<file path="src/rtl/gpio_edge_pkg.sv">
package gpio_edge_pkg;

  typedef enum logic [2:0] {
    BK_LEVEL = 3'd0,
    BK_DIR   = 3'd1,
    BK_SET   = 3'd2,
    BK_CLR   = 3'd3,
    BK_RISE  = 3'd4,
    BK_FALL  = 3'd5,
    BK_STAT  = 3'd6,
    BK_ALT   = 3'd7
  } gpioBank_t;

  // Decoded access handed from control to datapath
  typedef struct packed {
    logic        hit;
    gpioBank_t   bank;
    logic [7:0]  word;
    logic        wrDir;
    logic        wrSet;
    logic        wrClr;
    logic        wrRise;
    logic        wrFall;
    logic        wrStat;
    logic        wrAlt;
    logic [31:0] data;
  } gpioStrobe_t;

endpackage

</file>
<file path="src/rtl/gpio_edge_decode.sv">
module gpio_edge_decode
  import gpio_edge_pkg::*;
#(
  parameter int NGPIO  = 64,
  parameter int ADDR_W = 7
) (
  input  logic              clk,
  input  logic              rstN,
  input  logic [ADDR_W-1:0] busAddr,
  input  logic              busWrEn,
  input  logic [31:0]       busWrData,
  output gpioStrobe_t       strb
);

  localparam int NREG     = NGPIO / 32;
  localparam int BIT_WORDS = 7 * NREG;
  localparam int ALL_WORDS = 9 * NREG;

  int wordIdx;

  always_comb begin
    strb      = '0;
    strb.data = busWrData;
    wordIdx   = int'(busAddr[ADDR_W-1:2]);
    if (busAddr[1:0] == 2'b00) begin
      if (wordIdx < BIT_WORDS) begin
        strb.hit  = 1'b1;
        strb.bank = gpioBank_t'(3'(wordIdx / NREG));
        strb.word = 8'(wordIdx % NREG);
      end else if (wordIdx < ALL_WORDS) begin
        strb.hit  = 1'b1;
        strb.bank = BK_ALT;
        strb.word = 8'(wordIdx - BIT_WORDS);
      end
    end
    if (busWrEn && strb.hit) begin
      case (strb.bank)
        BK_DIR:  strb.wrDir  = 1'b1;
        BK_SET:  strb.wrSet  = 1'b1;
        BK_CLR:  strb.wrClr  = 1'b1;
        BK_RISE: strb.wrRise = 1'b1;
        BK_FALL: strb.wrFall = 1'b1;
        BK_STAT: strb.wrStat = 1'b1;
        BK_ALT:  strb.wrAlt  = 1'b1;
        default: ;
      endcase
    end
  end

  AST_ONE_BANK_WRITE: assert property (@(posedge clk) disable iff (!rstN)
    $onehot0({strb.wrDir, strb.wrSet, strb.wrClr, strb.wrRise,
              strb.wrFall, strb.wrStat, strb.wrAlt}));

  AST_NO_WRITE_UNMAPPED: assert property (@(posedge clk) disable iff (!rstN)
    (!strb.hit) |-> ($countones({strb.wrDir, strb.wrSet, strb.wrClr, strb.wrRise,
                                  strb.wrFall, strb.wrStat, strb.wrAlt}) == 0));

endmodule

</file>
<file path="src/rtl/gpio_edge_datapath.sv">
module gpio_edge_datapath
  import gpio_edge_pkg::*;
#(
  parameter int NGPIO = 64
) (
  input  logic               clk,
  input  logic               rstN,
  input  gpioStrobe_t        strb,
  input  logic [NGPIO-1:0]   pinIn,
  output logic [31:0]        rdData,
  output logic [NGPIO-1:0]   pinOut,
  output logic [NGPIO-1:0]   pinDir,
  output logic [2*NGPIO-1:0] altFunc,
  output logic               irq
);

  localparam int NREG  = NGPIO / 32;
  localparam int NALTW = 2 * NREG;

  logic [NGPIO-1:0]   syncA, syncB, prevR;
  logic [NGPIO-1:0]   dirR, outR, riseR, fallR, statR;
  logic [2*NGPIO-1:0] altR;

  logic [NGPIO-1:0]   wordSel, fullData;
  logic [2*NGPIO-1:0] altSel, altData;
  logic [NGPIO-1:0]   setMask, clrMask, statClrMask, newEdge;

  // Per-word select masks
  for (genvar w = 0; w < NREG; w++) begin : g_bitWord
    assign wordSel[w*32 +: 32]  = {32{strb.word == 8'(w)}};
    assign fullData[w*32 +: 32] = strb.data;
  end
  for (genvar w = 0; w < NALTW; w++) begin : g_altWord
    assign altSel[w*32 +: 32]  = {32{strb.word == 8'(w)}};
    assign altData[w*32 +: 32] = strb.data;
  end

  assign setMask     = strb.wrSet  ? (fullData & wordSel) : '0;
  assign clrMask     = strb.wrClr  ? (fullData & wordSel) : '0;
  assign statClrMask = strb.wrStat ? (fullData & wordSel) : '0;
  assign newEdge     = (riseR & syncB & ~prevR) | (fallR & ~syncB & prevR);

  // Synchroniser and edge history
  always_ff @(posedge clk or negedge rstN) begin
    if (!rstN) begin
      syncA <= '0;
      syncB <= '0;
      prevR <= '0;
    end else begin
      syncA <= pinIn;
      syncB <= syncA;
      prevR <= syncB;
    end
  end

  // Control and status registers
  always_ff @(posedge clk or negedge rstN) begin
    if (!rstN) begin
      dirR  <= '0;
      outR  <= '0;
      riseR <= '0;
      fallR <= '0;
      statR <= '0;
      altR  <= '0;
    end else begin
      if (strb.wrDir)  dirR  <= (dirR  & ~wordSel) | (fullData & wordSel);
      if (strb.wrRise) riseR <= (riseR & ~wordSel) | (fullData & wordSel);
      if (strb.wrFall) fallR <= (fallR & ~wordSel) | (fullData & wordSel);
      if (strb.wrAlt)  altR  <= (altR  & ~altSel)  | (altData  & altSel);
      outR  <= (outR | setMask) & ~clrMask;
      statR <= (statR & ~statClrMask) | newEdge;
    end
  end

  // Read mux
  int rdIdx;
  always_comb begin
    rdIdx  = int'(strb.word);
    rdData = '0;
    if (strb.hit) begin
      case (strb.bank)
        BK_LEVEL:       rdData = syncB[rdIdx*32 +: 32];
        BK_DIR:         rdData = dirR[rdIdx*32 +: 32];
        BK_SET, BK_CLR: rdData = outR[rdIdx*32 +: 32];
        BK_RISE:        rdData = riseR[rdIdx*32 +: 32];
        BK_FALL:        rdData = fallR[rdIdx*32 +: 32];
        BK_STAT:        rdData = statR[rdIdx*32 +: 32];
        BK_ALT:         rdData = altR[rdIdx*32 +: 32];
        default:        rdData = '0;
      endcase
    end
  end

  assign pinOut  = outR;
  assign pinDir  = dirR;
  assign altFunc = altR;
  assign irq     = |statR;

  AST_DIR_HOLD: assert property (@(posedge clk) disable iff (!rstN)
    !strb.wrDir |=> $stable(dirR));

  AST_SET_TAKES: assert property (@(posedge clk) disable iff (!rstN)
    (|setMask) |=> ((outR & $past(setMask)) == $past(setMask)));

  AST_CLR_TAKES: assert property (@(posedge clk) disable iff (!rstN)
    (|clrMask) |=> ((outR & $past(clrMask)) == '0));

  AST_EDGE_CAPTURE: assert property (@(posedge clk) disable iff (!rstN)
    (|newEdge) |=> ((statR & $past(newEdge)) == $past(newEdge)));

  AST_STATUS_STICKY: assert property (@(posedge clk) disable iff (!rstN)
    1'b1 |=> (($past(statR) & ~statR & ~$past(statClrMask)) == '0));

  AST_EDGE_BEATS_CLEAR: assert property (@(posedge clk) disable iff (!rstN)
    (|(newEdge & statClrMask)) |=>
      ((statR & $past(newEdge & statClrMask)) == $past(newEdge & statClrMask)));

endmodule

</file>
<file path="src/rtl/gpio_edge_ctrl.sv">
module gpio_edge_ctrl
  import gpio_edge_pkg::*;
#(
  parameter int NGPIO  = 64,
  parameter int ADDR_W = $clog2(NGPIO / 32 * 36)
) (
  input  logic               clk,
  input  logic               rstN,
  input  logic [ADDR_W-1:0]  busAddr,
  input  logic               busWrEn,
  input  logic [31:0]        busWrData,
  output logic [31:0]        busRdData,
  input  logic [NGPIO-1:0]   pinIn,
  output logic [NGPIO-1:0]   pinOut,
  output logic [NGPIO-1:0]   pinDir,
  output logic [2*NGPIO-1:0] altFunc,
  output logic               irq
);

  gpioStrobe_t strb;

  gpio_edge_decode #(.NGPIO(NGPIO), .ADDR_W(ADDR_W)) u_decode (
    .clk       (clk),
    .rstN      (rstN),
    .busAddr   (busAddr),
    .busWrEn   (busWrEn),
    .busWrData (busWrData),
    .strb      (strb)
  );

  gpio_edge_datapath #(.NGPIO(NGPIO)) u_datapath (
    .clk     (clk),
    .rstN    (rstN),
    .strb    (strb),
    .pinIn   (pinIn),
    .rdData  (busRdData),
    .pinOut  (pinOut),
    .pinDir  (pinDir),
    .altFunc (altFunc),
    .irq     (irq)
  );

  AST_IRQ_MEANS_STATUS: assert property (@(posedge clk) disable iff (!rstN)
    $rose(irq) |-> !$past(busWrEn && busAddr == ADDR_W'(0)));

endmodule

</file>
<file path="config.mk">
export PLATFORM = sky130hd
export DESIGN_NAME = gpio_edge_ctrl
export DESIGN_NICKNAME = d
export VERILOG_FILES = /design/src/rtl/gpio_edge_pkg.sv /design/src/rtl/gpio_edge_decode.sv /design/src/rtl/gpio_edge_datapath.sv /design/src/rtl/gpio_edge_ctrl.sv
export SDC_FILE = /design/constraint.sdc
export NUM_CORES = 1
export LEC_CHECK = 0
export ABC_AREA = 0
export CAP_MARGIN = 20
export CORE_UTILIZATION = 30
export CTS_CLUSTER_SIZE = 40
export DETAILED_ROUTE_END_ITERATION = 7
export PLACE_DENSITY = 0.5
export SYNTH_ARGS = -nofsm -noshare
export SYNTH_HDL_FRONTEND = slang
export SYNTH_SLANG_ARGS = --single-unit
</file>
<file path="constraint.sdc">
create_clock -name clk -period 3.85 [get_ports clk]
set_input_delay 0.77 -clock clk [delete_from_list [all_inputs] [get_ports clk]]
set_output_delay 0.77 -clock clk [all_outputs]
set_load 0.02 [all_outputs]
</file>
After elaboration in Yosys (flattened, before gate mapping)
Cells that the tools add are included.

Register bits: 640. Latch bits: 0. RAM bits: 0. Bits in read-only memories: 0. Input bits: 106. Output and inout port bits: 289. Memories kept: 0.

Add/sub/neg operators: 1. Multiply operators: 0. Div/mod/pow operators: 0. $lt $le $gt $ge: 2. Eq/ne operators: 10. Shift-type cells: 7. Mux-type cells: 16. Bitwise logic cells: 25. Reduce and logical (&&, ||, !) cells: 6.

Operator list (number): bitwise AND 64 bit (10); OR 64 bit (6); variable part select 64 x 14 -> 32 bit (6); inverter 64 bit (5); bitwise AND 128 bit (2); one-hot mux 32 bit (7 select lines) (1); two-way mux 64 bit (3); inverter 128 bit (1); OR 128 bit (1); variable part select 128 x 14 -> 32 bit (1); OR reduction 64 bit (1); two-way mux 12 bit (3); two-way mux 32 bit (1); == test 8 x 2 -> 1 bit (second input constant) (2); == test 3 bit (second input constant) (4); == test 8 x 1 -> 1 bit (second input constant) (1); logical NOT 8 bit (1); two-way mux 1 bit (7); two-way mux 7 bit (1); == test 3 x 2 -> 1 bit (second input constant) (2); subtractor 5 x 4 -> 6 bit (second input constant) (1); less-than comparator 5 x 4 -> 1 bit (second input constant) (1); less-than comparator 5 bit (second input constant) (1); == test 3 x 1 -> 1 bit (second input constant) (1); other kinds (4) (4).

Longest topological paths before layout
Depth after elaboration: 11. Mapped depth: 12.

Modules after synthesis
From an unflattened synthesis, not the netlist that was laid out.

Cell total of the unflattened synthesis: 2276. Area, all modules: 28036.9 um^2.

By module, submodules not included: gpio_edge_datapath (instances 1, cells an instance 2204, area an instance 27526.4 um^2, sequential area each 16015.4 um^2); gpio_edge_decode (instances 1, cells an instance 72, area an instance 510.5 um^2, sequential area each 0.0 um^2).

Worst setup path after synthesis
Ideal clock, no wire load.

Path kind: in2out. Start: in busAddr[3]. End: out busRdData[2]. Arrival: 3220 ps. Required time: 3080 ps. Path slack: -140 ps. Stages on the path: 11. Cell sequence: buf_2 -> inv_1 -> ha_1 -> nor2b_1 -> o211ai_1 -> clkbuf_1 -> clkbuf_1 -> nand2_1 -> nand2_1 -> a21oi_1 -> nor4_1.

Word-level cells in the longest chain between the ends: 8. Elaborated cells on any way between the ends: 24. Those cells by class: add/sub: 1; order compare: 2; eq/ne: 7; shift: 7; mux: 5; reduce/logical: 2.

RTL lines: from (decl) (RTL line gpio_edge_ctrl.sv:9) `input logic [ADDR_W-1:0] busAddr,`; less-than comparator 5 bit (RTL line gpio_edge_decode.sv:30) `end else if (wordIdx < ALL_WORDS) begin`; two-way mux 12 bit (RTL line gpio_edge_decode.sv:30); two-way mux 12 bit (*) (RTL line gpio_edge_decode.sv:26) `if (wordIdx < BIT_WORDS) begin`; two-way mux 12 bit (*) (RTL line gpio_edge_decode.sv:25) `if (busAddr[1:0] == 2'b00) begin`; branches (longest 3 deep; another with variable part select 128 x 14 -> 32 bit); two-way mux 32 bit (*) (RTL line gpio_edge_datapath.sv:80) `if (strb.hit) begin`; to (decl) (RTL line gpio_edge_ctrl.sv:12) `output logic [31:0] busRdData,`.

Mark *: on every way between the ends.

Final worst setup path
Start: in busAddr[6]. End: out busRdData[30].

The elaborated chain is that of the path after synthesis.

==> reports/summary.txt <==
Fin Setup TNS -> 0 ns
Yosys top cell by area -> dfrtp_1
synthesized area -> 26400 um2
slew margin rel. -> 40.9%
Hold Path Class -> in -> async
Worst path slowest cell -> or4_4
max-cap violations -> 0
Port-buffer cells -> 394
area share of the largest cell type after synthesis -> 60.6%
dpl hpwl -> 79100 um
DP Cell Count -> 3835
critical setup path kind -> in -> out
Reg clk slew, reported paths -> 0.06 ns
Crit. End Element -> output pin
vias in the first global route -> 22815
Final Hold Viols -> 0
static leakage -> 0.0155 uW
number of cells on the critical path -> 11
CP arrival -> 3.03 ns
Critical Path RT -> 3.08 ns
drt total wl -> 113000 um
setup violators final -> 0
Distinct cells, synth -> 59
deepest clock path buffer count -> 3
clk_lat worst skew -> 0.63 ns
max-slew violation count -> 0
VDD IR max -> 0.000257 V
status -> completed
final worst slack -> 0.0533 ns
pre-CTS WS -> -0.800 ns
Logic pwr share -> 8.2%
clk sinks -> 640
Rows -> 108
flop2flop setup slack -> 2.92 ns
area delta synth->final -> 38.6%
power density over the cells -> 426 nW/um2
Post-synth EDFFs -> 0
cell count after synthesis -> 2241
non-filler cells, final -> 3992
FMAX -> 0.263 GHz
H-tree levels -> 3
Clk Tree Root Cell -> clkbuf_16
crit path time final -> 3.80 ns
Routed Antenna Nets -> 0
Final nets -> 2894
CP Max Fanout -> 9
global-route wire length before repair -> 163000 um
die area -> 89300 um2
Starting Density -> 30.4%
height of the die -> 299 um
Die Wd -> 299 um
pin count of the biggest net entering global routing -> 89
Synth area leaders -> dfrtp_1 61%, mux2_2 8.0%, o21ai_0 4.1%, a21oi_1 3.8%, nand2_1 3.7%
routability cong. -> 0.884
Startpoint Class -> input port
Period Utilization, post-route -> 98.6%
TritonCTS buffer count -> 72
Power Internal -> 11800 uW
Via density -> 5.53
sequential area share after synthesis -> 60.6%
CORE AREA -> 87000 um2
cts hold-fix bufs -> 0
reg2reg path depth -> 1
gr ovfl total -> 0
TritonCTS clock tree -> yes
filler cell count -> 8207
Switch Pwr -> 3850 uW
initial antenna violation count -> 6
most common cell in the netlist -> dfrtp_1
layout cell share with drive strength beyond 1 -> 23.4%
total track usage -> 25.0%
synthesized area per cell -> 11.8 um2
Post-Syn Nets -> 2349
max incr delay on CP -> 0.54 ns
DRT iter0 DRCs -> 1992
total number of yosys warnings -> 0
Routed WL per cell -> 28.3 um
cells along the critical path -> dlygate4sd2_1 -> buf_12 -> or4_4 -> o211ai_4 -> buf_6 -> a221o_1 -> a211oi_1 -> o32a_1 -> a21boi_1 -> buf_4 -> buf_4
CP Buf/Inv Count -> 5
# IOs -> 395
vias after detailed routing -> 22070
worst slew pin tran -> 0.886 ns
CP most frequent cell -> buf_4
Top Family by Delay on Critical Path -> buffers and inverters
prevailing post-synth register cell -> dfrtp_1
Post-synth ARST share -> 100%
most instantiated cells after synthesis -> 640 x dfrtp_1, 261 x nand2_1, 214 x o21ai_0
DR pass1 iterations -> 8
clock power share -> 45.3%
Reg power frac -> 46.5%
clk_skew -> 0.0260 ns
switching share of total power -> 24.7%
Synth Register Bits -> 640
DRC viols -> 0
-- per-stage QoR --
stage | utilization (%) | hold slack [ns] | area, um2 | total power (uW)
floorplan | - | 0.331 | 26500 | 7770
global placement | 38.8 | 0.333 | 33700 | 8590
detailed placement | 38.8 | 0.335 | 33700 | 8620
CTS | 41.9 | 0.216 | 36500 | 15700
global route | 42.1 | 0.247 | 36600 | 16100
finish | 42.1 | 0.206 | 36600 | 15600
-- cells by family (layout without fill, tap and decap cells) --
logic type	Yosys count	after routing	synth area share, %
muxes	248	248	10.5
adders and majority gates	2	2	0.0947
AOI/OAI and AO/OA	722	722	17.5
buffers and inverters	206	800	3.37
xor gates and xnor gates	1	1	0.0331
other	0	2	0
and+or+nand+nor	422	422	7.90
DFF	640	640	60.6
-- power groups by stage --
stage | sequential, uW | clock [uW] | combinational [uW]
2_1_floorplan | 7350 | 0 | 422
3_3_place_gp | 7370 | 0 | 1230
3_5_place_dp | 7380 | 0 | 1250
4_1_cts | 7260 | 7210 | 1270
5_1_grt | 7290 | 7480 | 1370
6_report | 7270 | 7070 | 1280
-- layer usage --
metal	track usage, %	routed length, um	vias up
met1	33.1	47100	11382
met5	0	23	-
met3	5.78	8920	231
met4	10.0	4470	4
met2	39.5	52400	1087
li1	-	-	9366
-- how the worst max path moves through the flow --
stage	start	end
after detailed placement	busAddr[5]	busRdData[25]
after global routing	busAddr[3]	busRdData[29]
after CTS	busAddr[3]	busRdData[20]
final	busAddr[6]	busRdData[30]
after floorplan	busAddr[3]	busRdData[25]
after global placement	busAddr[5]	busRdData[25]
-- cell type report --
cell class                      instances  area (um2)  share of cell area, %
Antenna cell                            2        5.00                 0.0137
Clock buffer                          101        2090                   5.71
Clock inverter                         22         318                  0.868
Inverter                               36         135                  0.369
Multi-Input combinational cell       1395        9900                   27.0
Sequential cell                       640       16000                   43.7
Tap cell                             1155        1450                   3.94
Timing Repair Buffer                  641        6720                   18.3
-- cells in the final DEF (no fill, tap or decap), types with 50 or more instances in the layout --
| master | instances |
|---|---|
| mux2_2 | 187 |
| buf_4 | 164 |
| nand3b_1 | 64 |
| o211ai_1 | 76 |
| a21oi_1 | 199 |
| buf_12 | 76 |
| a22oi_1 | 68 |
| mux2_1 | 50 |
| nand2_1 | 260 |
| dfrtp_1 | 640 |
| clkdlybuf4s50_1 | 354 |
| clkbuf_16 | 74 |
| o21ai_0 | 212 |
-- repair_timing --
action                                 CTS  global route
endpoints found under the hold margin    0             0
setup endpoints to repair               33            21
cloned                                   2             1
gates resized for setup                200            15
buffers inserted                        23             7
pin swaps                               24            11
Note: power is estimated with default switching activity, not from simulation.
